===== src/rtl/pxl_pkg.sv =====
package pxl_pkg;

   localparam int unsigned WORD_W = 24;
   localparam int unsigned CHAN_W = 8;

   typedef enum logic [1:0] {
      FR_IDLE  = 2'd0,
      FR_RESET = 2'd1,
      FR_SEND  = 2'd2
   } fr_state_t;

   // nanoseconds to clock cycles, rounded to the nearest cycle
   function automatic int unsigned ns_to_cycles(longint unsigned hz, longint unsigned ns);
      longint unsigned prod;
      prod = hz * ns + 64'd500_000_000;
      return int'(prod / 64'd1_000_000_000);
   endfunction

endpackage


===== src/rtl/pxl_order.sv =====
module pxl_order #(
   parameter int unsigned ORDER = 0   // 0: green-red-blue, 1: red-green-blue
) (
   input  logic [pxl_pkg::WORD_W-1:0] rgb_in,
   output logic [pxl_pkg::WORD_W-1:0] line_word
);
   localparam int unsigned C = pxl_pkg::CHAN_W;

   generate
      if (ORDER == 0) begin : g_grb
         assign line_word = {rgb_in[2*C-1:C], rgb_in[3*C-1:2*C], rgb_in[C-1:0]};
      end else if (ORDER == 1) begin : g_rgb
         assign line_word = rgb_in;
      end else begin : g_bad
         $error("pxl_order: unsupported ORDER");
         assign line_word = rgb_in;
      end
   endgenerate
endmodule


===== src/rtl/pxl_cell.sv =====
module pxl_cell #(
   parameter int unsigned HI1 = 90,
   parameter int unsigned LO1 = 35,
   parameter int unsigned HI0 = 35,
   parameter int unsigned LO0 = 90
) (
   input  logic clk,
   input  logic rst_n,
   input  logic load,     // start a cell with bit_in in the next cycle
   input  logic bit_in,
   output logic line,
   output logic last      // final low cycle of the running cell
);
   localparam int unsigned LEN1   = HI1 + LO1;
   localparam int unsigned LEN0   = HI0 + LO0;
   localparam int unsigned MAXLEN = (LEN1 > LEN0) ? LEN1 : LEN0;
   localparam int unsigned CW     = $clog2(MAXLEN + 1);
   localparam logic [CW-1:0] HI1_C = CW'(HI1);
   localparam logic [CW-1:0] HI0_C = CW'(HI0);
   localparam logic [CW-1:0] END1  = CW'(LEN1 - 1);
   localparam logic [CW-1:0] END0  = CW'(LEN0 - 1);

   generate
      if (HI1 < 1 || LO1 < 1 || HI0 < 1 || LO0 < 1) begin : g_zero_phase
         $error("pxl_cell: every phase needs at least one cycle");
      end
      if (HI0 >= HI1) begin : g_ambiguous
         $error("pxl_cell: a one must stay high longer than a zero");
      end
   endgenerate

   logic          active;
   logic          val;
   logic [CW-1:0] cnt;
   logic [CW-1:0] hi_len;
   logic [CW-1:0] end_cnt;

   assign hi_len  = val ? HI1_C : HI0_C;
   assign end_cnt = val ? END1 : END0;
   assign line    = active && (cnt < hi_len);
   assign last    = active && (cnt == end_cnt);

   always_ff @(posedge clk) begin
      if (!rst_n) begin
         active <= 1'b0;
         val    <= 1'b0;
         cnt    <= '0;
      end else if (load) begin
         active <= 1'b1;
         val    <= bit_in;
         cnt    <= '0;
      end else if (last) begin
         active <= 1'b0;
      end else if (active) begin
         cnt <= cnt + 1'b1;
      end
   end

   // every cell opens with a rising edge right after a load
   a_r3_rise_after_load: assert property (@(posedge clk) disable iff (!rst_n)
      $rose(line) |-> $past(load));
   // a cell never ends while the line is still high
   a_r4_low_at_end: assert property (@(posedge clk) disable iff (!rst_n)
      last |-> !line);
endmodule


===== src/rtl/pxl_frame.sv =====
module pxl_frame #(
   parameter int unsigned RST_CYC = 5000,
   parameter int unsigned CNT_W   = 10
) (
   input  logic                        clk,
   input  logic                        rst_n,
   input  logic                        start,
   input  logic [CNT_W-1:0]            led_count,
   input  logic                        pix_valid,
   input  logic [pxl_pkg::WORD_W-1:0]  word_in,
   input  logic                        cell_last,
   output logic                        pix_ready,
   output logic                        cell_load,
   output logic                        cell_bit,
   output logic                        busy,
   output logic                        done
);
   import pxl_pkg::*;

   localparam int unsigned RW = $clog2(RST_CYC + 1);
   localparam int unsigned BW = $clog2(WORD_W);
   localparam logic [RW-1:0] RST_END  = RW'(RST_CYC - 1);
   localparam logic [BW-1:0] LAST_BIT = BW'(WORD_W - 1);

   generate
      if (RST_CYC < 2) begin : g_short_reset
         $error("pxl_frame: reset gap needs at least two cycles");
      end
      if (CNT_W < 1) begin : g_no_count
         $error("pxl_frame: CNT_W must be positive");
      end
   endgenerate

   fr_state_t          state;
   logic [RW-1:0]      rtmr;
   logic [CNT_W-1:0]   left;
   logic [WORD_W-1:0]  shreg;
   logic [BW-1:0]      bidx;

   logic rst_end, word_end, mid_next, take, finish;

   assign rst_end   = (state == FR_RESET) && (rtmr == RST_END);
   assign word_end  = (state == FR_SEND) && cell_last && (bidx == LAST_BIT);
   assign mid_next  = (state == FR_SEND) && cell_last && (bidx != LAST_BIT);
   assign pix_ready = rst_end || (word_end && (left != '0));
   assign take      = pix_ready && pix_valid;
   assign cell_load = take || mid_next;
   assign cell_bit  = take ? word_in[WORD_W-1] : shreg[WORD_W-1];
   assign finish    = (rst_end && !pix_valid) || (word_end && !take);
   assign busy      = (state != FR_IDLE);

   always_ff @(posedge clk) begin
      if (!rst_n) begin
         state <= FR_IDLE;
         rtmr  <= '0;
         left  <= '0;
         shreg <= '0;
         bidx  <= '0;
         done  <= 1'b0;
      end else begin
         done <= finish;
         case (state)
            FR_IDLE: begin
               if (start && (led_count != '0)) begin
                  state <= FR_RESET;
                  rtmr  <= '0;
                  left  <= led_count;
               end
            end
            FR_RESET: begin
               if (!rst_end) rtmr <= rtmr + 1'b1;
            end
            default: ;
         endcase
         if (take) begin
            shreg <= word_in << 1;
            bidx  <= '0;
            left  <= left - 1'b1;
            state <= FR_SEND;
         end else if (mid_next) begin
            shreg <= shreg << 1;
            bidx  <= bidx + 1'b1;
         end
         if (finish) state <= FR_IDLE;
      end
   end

   // done is a single-cycle pulse
   a_r7_done_single: assert property (@(posedge clk) disable iff (!rst_n)
      done |=> !done);
   // done appears in the first idle cycle after a frame
   a_r7_done_after_frame: assert property (@(posedge clk) disable iff (!rst_n)
      done |-> (!busy && $past(busy)));
   // words are only requested inside a frame
   a_r6_ready_in_frame: assert property (@(posedge clk) disable iff (!rst_n)
      pix_ready |-> busy);
   // the LED count is not disturbed during the reset gap
   a_r9_count_held: assert property (@(posedge clk) disable iff (!rst_n)
      (state == FR_RESET && !rst_end) |=> $stable(left));
endmodule


===== src/rtl/pixel_chain_tx.sv =====
module pixel_chain_tx #(
   parameter longint unsigned CLK_HZ = 100_000_000,
   parameter int unsigned     HI1_NS = 900,
   parameter int unsigned     LO1_NS = 350,
   parameter int unsigned     HI0_NS = 350,
   parameter int unsigned     LO0_NS = 900,
   parameter int unsigned     RST_NS = 50_000,
   parameter int unsigned     CNT_W  = 10,
   parameter int unsigned     ORDER  = 0
) (
   input  logic             clk,
   input  logic             rst_n,
   input  logic             start,
   input  logic [CNT_W-1:0] led_count,
   input  logic             pix_valid,
   input  logic [23:0]      pix_data,
   output logic             pix_ready,
   output logic             dout,
   output logic             busy,
   output logic             done
);
   import pxl_pkg::*;

   localparam int unsigned HI1_C = ns_to_cycles(CLK_HZ, HI1_NS);
   localparam int unsigned LO1_C = ns_to_cycles(CLK_HZ, LO1_NS);
   localparam int unsigned HI0_C = ns_to_cycles(CLK_HZ, HI0_NS);
   localparam int unsigned LO0_C = ns_to_cycles(CLK_HZ, LO0_NS);
   localparam int unsigned RST_C = ns_to_cycles(CLK_HZ, RST_NS);

   logic [WORD_W-1:0] line_word;
   logic              cell_load, cell_bit, cell_last;

   pxl_order #(.ORDER(ORDER)) u_order (
      .rgb_in   (pix_data),
      .line_word(line_word)
   );

   pxl_frame #(.RST_CYC(RST_C), .CNT_W(CNT_W)) u_frame (
      .clk      (clk),
      .rst_n    (rst_n),
      .start    (start),
      .led_count(led_count),
      .pix_valid(pix_valid),
      .word_in  (line_word),
      .cell_last(cell_last),
      .pix_ready(pix_ready),
      .cell_load(cell_load),
      .cell_bit (cell_bit),
      .busy     (busy),
      .done     (done)
   );

   pxl_cell #(.HI1(HI1_C), .LO1(LO1_C), .HI0(HI0_C), .LO0(LO0_C)) u_cell (
      .clk   (clk),
      .rst_n (rst_n),
      .load  (cell_load),
      .bit_in(cell_bit),
      .line  (dout),
      .last  (cell_last)
   );

   // the line is low outside a frame
   a_r1_idle_low: assert property (@(posedge clk) disable iff (!rst_n)
      !busy |-> !dout);
   // a frame is closed with the line low
   a_r8_end_low: assert property (@(posedge clk) disable iff (!rst_n)
      done |-> !dout);
endmodule


===== config.mk =====
export PLATFORM = sky130hd
export DESIGN_NAME = pixel_chain_tx
export DESIGN_NICKNAME = d
export VERILOG_FILES = /design/src/rtl/pxl_pkg.sv /design/src/rtl/pxl_order.sv /design/src/rtl/pxl_cell.sv /design/src/rtl/pxl_frame.sv /design/src/rtl/pixel_chain_tx.sv
export SDC_FILE = /design/constraint.sdc
export NUM_CORES = 1
export LEC_CHECK = 0
export BUFFER_PORTS_ARGS = -buffer_cell sky130_fd_sc_hd__buf_2
export CAP_MARGIN = 20
export CELL_PAD_IN_SITES_DETAIL_PLACEMENT = 1
export CELL_PAD_IN_SITES_GLOBAL_PLACEMENT = 1
export CORE_AREA = 2 2 89 91
export DETAILED_ROUTE_END_ITERATION = 6
export DIE_AREA = 0 0 91 93
export GPL_TIMING_DRIVEN = 0
export MAX_ROUTING_LAYER = met4
export PLACE_DENSITY_LB_ADDON = 0.2
export SLEW_MARGIN = 20
export SYNTH_ARGS = -nofsm -noshare
export SYNTH_HDL_FRONTEND = slang
export SYNTH_SLANG_ARGS = --single-unit

===== constraint.sdc =====
create_clock -name clk -period 2.6 [get_ports clk]
set_clock_uncertainty 0.1 [all_clocks]
set_input_delay 0.39 -clock clk [delete_from_list [all_inputs] [get_ports clk]]
set_output_delay 0.39 -clock clk [all_outputs]
set_load 0.01 [all_outputs]

Word level (Yosys, flattened, before mapping)
Index checks and enable logic that the tools add are counted.
{"block": "word_totals", "ff_bits": 63, "latch_bits": 0, "ramBits": 0, "rom_bits": 0, "in_bits": 38, "out_inout_bits": 4, "word_cells": 73, "memories": 0}
{"block": "classes", "n_addsub": 4, "n_mul": 0, "n_div": 0, "n_lt_le_gt_ge": 1, "eq_ne": 8, "shifts": 0, "mux": 15, "n_bitwise": 2, "n_reduce_logical": 33}
{"operator": "24-bit two-way mux", "n": 2}
{"operator": "10-bit two-way mux", "n": 3}
{"operator": "13-bit two-way mux", "n": 2}
{"operator": "13-bit case mux with 2 select lines", "n": 1}
{"operator": "10-bit nonzero test", "n": 2}
{"operator": "13-bit by 1-bit adder with 13-bit output, second input constant", "n": 1}
{"operator": "13-bit equality test, second input constant", "n": 1}
{"operator": "2-bit nonzero test", "n": 6}
{"operator": "1-bit logical AND", "n": 11}
{"operator": "10-bit by 1-bit subtractor with 10-bit output, second input constant", "n": 1}
{"operator": "7-bit by 1-bit adder with 7-bit output, second input constant", "n": 1}
{"operator": "7-bit equality test, second input constant", "n": 1}
{"operator": "7-bit less-than comparator", "n": 1}
{"operator": "7-bit two-way mux", "n": 1}
{"operator": "2-bit two-way mux", "n": 3}
{"operator": "2-bit AND reduction", "n": 3}
{"operator": "2-bit OR reduction", "n": 3}
{"operator": "5-bit by 1-bit adder with 5-bit output, second input constant", "n": 1}
{"operator": "5-bit equality test, second input constant", "n": 1}
{"operator": "5-bit inequality test, second input constant", "n": 1}
{"operator": "1-bit logical OR", "n": 3}
{"operator": "1-bit two-way mux", "n": 3}
{"operator": "3-bit AND reduction", "n": 1}
{"operator": "3-bit OR reduction", "n": 1}
{"operator": "7 further kinds", "n": 9}

Depth between registers and ports, before layout
{"block": "logic_depth", "depth_word": 11, "mapped_depth": 10}

Hierarchy
From an unflattened synthesis, not the netlist that was laid out.
{"block": "unflattened", "hier_cells": 411, "hier_area_um2": 3374.5}
{"mod": "pxl_frame", "n_inst": 1, "cells_each": 326, "area_each_um2": 2655.0, "seq_area_each_um2": 1081.0}
{"mod": "pxl_cell", "n_inst": 1, "cells_each": 61, "area_each_um2": 539.3, "seq_area_each_um2": 180.2}
{"mod": "pxl_order", "n_inst": 1, "cells_each": 24, "area_each_um2": 180.2, "seq_area_each_um2": 0.0}

Worst setup path before layout
No wires, ideal clock.
{"block": "synth_timing", "path_type": "flip-flop to flip-flop", "startpoint": "reg u_cell.cnt[0]", "endpoint": "reg u_frame.left[6]", "setup_ns": 0.116, "arrival_ns": 2.092, "setup_slack_ns": 0.292, "stages_incl_launch_ff": 9, "period_less_slack_ns": 2.308, "path_cell_list": "dfxtp_1 inv_1 ha_1 nand4_1 or4_4 o32ai_4 nand2_2 or4_1 a31o_1"}
{"block": "synth_via", "elab_chain_len": 9}
{"element": "from (decl)", "line": "pxl_cell.sv:34", "source": "logic [CW-1:0] cnt;"}
{"element": "from (signal assigned)", "line": "pxl_cell.sv:55", "source": "cnt <= cnt + 1'b1;"}
{"element": "7-bit equality test *", "line": "pxl_cell.sv:41", "source": "assign last = active && (cnt == end_cnt);"}
{"element": "1-bit logical AND *", "line": "pxl_cell.sv:41"}
{"element": "1-bit logical AND * (2 in series)", "line": "pxl_frame.sv:43", "source": "assign word_end = (state == FR_SEND) && cell_last && (bidx == LAST_BIT);"}
{"element": "1-bit logical AND *", "line": "pxl_frame.sv:45", "source": "assign pix_ready = rst_end || (word_end && (left != '0));"}
{"element": "1-bit logical OR *", "line": "pxl_frame.sv:45"}
{"element": "1-bit logical AND *", "line": "pxl_frame.sv:46", "source": "assign take = pix_ready && pix_valid;"}
{"element": "2-bit nonzero test (no line)"}
{"element": "2-bit AND reduction (no line)"}
{"element": "to (signal assigned)", "line": "pxl_frame.sv:67", "source": "left <= led_count;"}
{"element": "to (signal assigned)", "line": "pxl_frame.sv:78", "source": "left <= left - 1'b1;"}
{"element": "to (decl)", "line": "pxl_frame.sv:36", "source": "logic [CNT_W-1:0] left;"}
Every way passes the cells marked *; elsewhere a longest branch is shown, timed or not.
A chain may end at the register's enable or synchronous reset.

Worst setup path in the final report
Same ends and word-level chain as after synthesis.

==> results.md <==
* CP max stage cell: or4_4
* Most common cell after layout, fill and taps aside: dfxtp_1
* Dpl ws at -127 ps
* Dpl hpwl at 5.98 mm
* Slew Limit Headroom at 49.8%
* Sequential Power Share at 49.3%
* Clock power frac at 42.3%
* Largest net degree at the start of global routing at 12
* CP peak stage delay at 590 ps
* Post-DRT Antenna Nets at 0
* Crit path cell chain: inv_1, ha_1, nand4_1, or4_4, o32ai_4, nand2_2, or4_1, a31o_1
* CTS Sinks at 63
* Upper clock frequency limit at 396 MHz
* Crit start category: flop
* Starting Density at 42.1%
* Die area at 8460 µm²
* Pwr Density at 531 nW/µm²
* H-tree depth at 3
* Die H at 93 µm
* Post-route clock period utilization at 97.2%
* DR pass1 iterations at 4
* Most frequent cells in the layout: 60 x dfxtp_1, 57 x nor2_1, 43 x buf_2
* Min-Delay Path Class: in -> reg
* Setup TNS at 0 ps
* Syn. warnings at 0
* Slew @ Worst Pin at 745 ps
* Critical path endpoint category: flop
* Combinational power share at 8.3%
* Clk_lat worst skew at 340 ps
* Vias after detailed routing at 2830
* Core Region at 7530 µm²
* Unrepaired setup endpoints after global routing: true
* Sw Pwr at 0.503 mW
* Detailed-route DRC error count at 0
* Required @ worst endpoint at 2730 ps
* Max IR drop VDD at 0.251 mV
* NumNets Final at 461
* Number of flops mapped to enable cells by yosys at 0
* CP max FO at 5
* CP bufs+invs at 1
* Share of the synthesized area in the top cell type at 39.8%
* ANT cells at 0
* CTS tree: yes
* Sw frac at 25.0%
* Die span in x at 91 µm
* Ys flop type: dfxtp_1
* Mean Syn Cell Area at 8.88 µm²
* Mapped Area at 3170 µm²
* Drt total wl at 8.31 mm
* Routed len/inst at 15.9 µm
* Syn nets at 404
* Layout cells sized above 1 at 22.2%
* Minimum clock period at 2530 ps
* CP top delay family: simple AND/OR/NAND/NOR gates
* Avg Vias per Cell at 5.43
* Gp weighted congestion at 0.831
* CTS clk-pin slew, worst paths at 70 ps
* Design Area, Final at 3790 µm²
* Hold Vio Cnt, Final at 0
* I/O Buffers at 40
* Worst endpoint data arrival time at 2660 ps
* Synth async-reset ratio at 0%
* Overall global routing resource usage at 21.2%
* Global-route wire length before repair at 13.9 mm
* Vias in the first global route at 2854
* # setup viols final at 0
* FP Rows at 32
* Gr ovfl total at 0
* CTS Hold Buffers Added at 0
* Yosys cell types at 51
* Leakage at 1.60 nW
* Initial antenna violation count at 0
* CTS buffer count at 9
* Post-route setup slack at 73.4 ps
* Starting DRC count in detailed routing at 93
* Post-synthesis instance total at 357
* Internal power at 1.51 mW
* Clk root buf: clkbuf_8
* Outcome: finished, final reports clean
* Total of max-cap violations at 0
* Slew Viols, Final at 0
* Synth area leader: dfxtp_1
* Area Overhead vs Synth at 19.6%
* WS Path Type: reg -> reg
* Sequential-to-total area share from yosys stat at 39.8%
* Maximum buffer depth of the clock tree at 2
* DP Area at 3500 µm²
* IO Pins at 42
* Synth top area cells: dfxtp_1 40%, mux2i_1 7.6%, nor2_1 6.7%, a211oi_1 5.7%, ha_1 3.6%
* Flops & latches, synth at 63
synth_stat cells (2+ instances only):
library cell / n
a211oi_1: 24
a21oi_1: 10
a31oi_1: 3
a32o_1: 2
a32oi_1: 2
and2_1: 4
and3_1: 5
buf_2: 4
clkbuf_1: 11
dfxtp_1: 63
ha_1: 9
inv_1: 6
mux2i_1: 24
nand2_1: 20
nand2b_1: 2
nand3_1: 21
nand3b_1: 2
nand4_1: 11
nor2_1: 57
nor2b_1: 2
nor3_1: 8
nor3b_1: 2
nor4_1: 4
o211a_1: 2
o21a_1: 3
o21ai_0: 6
o22ai_1: 2
or2_2: 2
or4_1: 4
xnor2_1: 10
xor2_1: 12
layout make-up:
class / instances / area [µm²]
buffer: 16 / 82.6
clock inverter: 6 / 60.1
fill: 923 / 3730
clock buffer: 10 / 138
multi-input combinational: 271 / 1850
inverter: 7 / 26.3
timing repair buffer: 46 / 245
sequential: 63 / 1260
tap: 102 / 128
sequential cells by signal, indices dropped and copies added, names as in the netlist:
name           count
u_frame.done       1
u_frame.state      2
u_cell.cnt         7
u_frame.rtmr      13
u_frame.left      10
u_frame.bidx       5
u_frame.shreg     23
u_cell.val         1
u_cell.active      1
worst reg2reg max path: stages, from the launching register on:
cell and delay (ps):
dfxtp_2 350, inv_1 80, ha_1 140, nand4_1 190
or4_4 590, o32ai_4 200, nand2_2 150, or4_1 420
a31o_1 220
timing repair:
item | CTS | global route
resized for setup | 3 | 20
buffers inserted | 2 | 4
endpoints found under the setup margin | 27 | 40
pin swaps | 2 | 4
kinds of logic after synthesis:
kind of cell             after synthesis  share of synthesized area (%)
AO/OA/AOI/OAI                         61                           14.8
XOR/XNOR                              22                           6.07
adder cells (fa/ha/maj)                9                           3.55
buffers and inverters                 23                           3.00
flip-flops                            63                           39.8
multiplexers                          25                           7.93
AND/OR/NAND/NOR                      154                           24.9
final timing paths:
kind                            cells past startpoint                          from                      endpoint  slack (ps)
worst max-delay path                                8    u_cell.cnt[0]$_SDFFE_PP0P_  u_frame.left[6]$_SDFFE_PN0P_          70
worst min-delay path                                2                  pix_data[15]       u_cell.val$_SDFFE_PN0P_         200
worst max register to register                      8    u_cell.cnt[0]$_SDFFE_PP0P_  u_frame.left[6]$_SDFFE_PN0P_          70
worst min register to register                      2  u_frame.bidx[1]$_SDFFE_PP0P_  u_frame.bidx[1]$_SDFFE_PP0P_         380
power groups by stage:
stage               clock network (mW)  registers (mW)  logic, mW
global placement                     0            1.01      0.156
global route                     0.928           0.997      0.184
floorplan                            0            1.01     0.0961
CTS                              0.882           0.994      0.161
finish                           0.854           0.995      0.168
detailed placement                   0            1.02      0.159
layer usage:
layer  vias to the layer above  GRT usage, %  share of wire, %
met5                         -             -                 0
met4                         0          8.21               1.7
met3                        12          4.59               2.8
met2                        44          34.9                48
met1                      1360          25.6                47
li1                       1414             -                 -
metrics by stage:
step,power [mW],hold slack [ps],utilization [%],std cells
after floorplan,1.11,343,-,357
after global placement,1.17,362,46.5,499
after detailed placement,1.17,369,46.5,499
after CTS,2.04,183,49.5,517
after global routing,2.11,181,50.4,521
final,2.02,205,50.4,521
(Power assumes the default switching activity.)
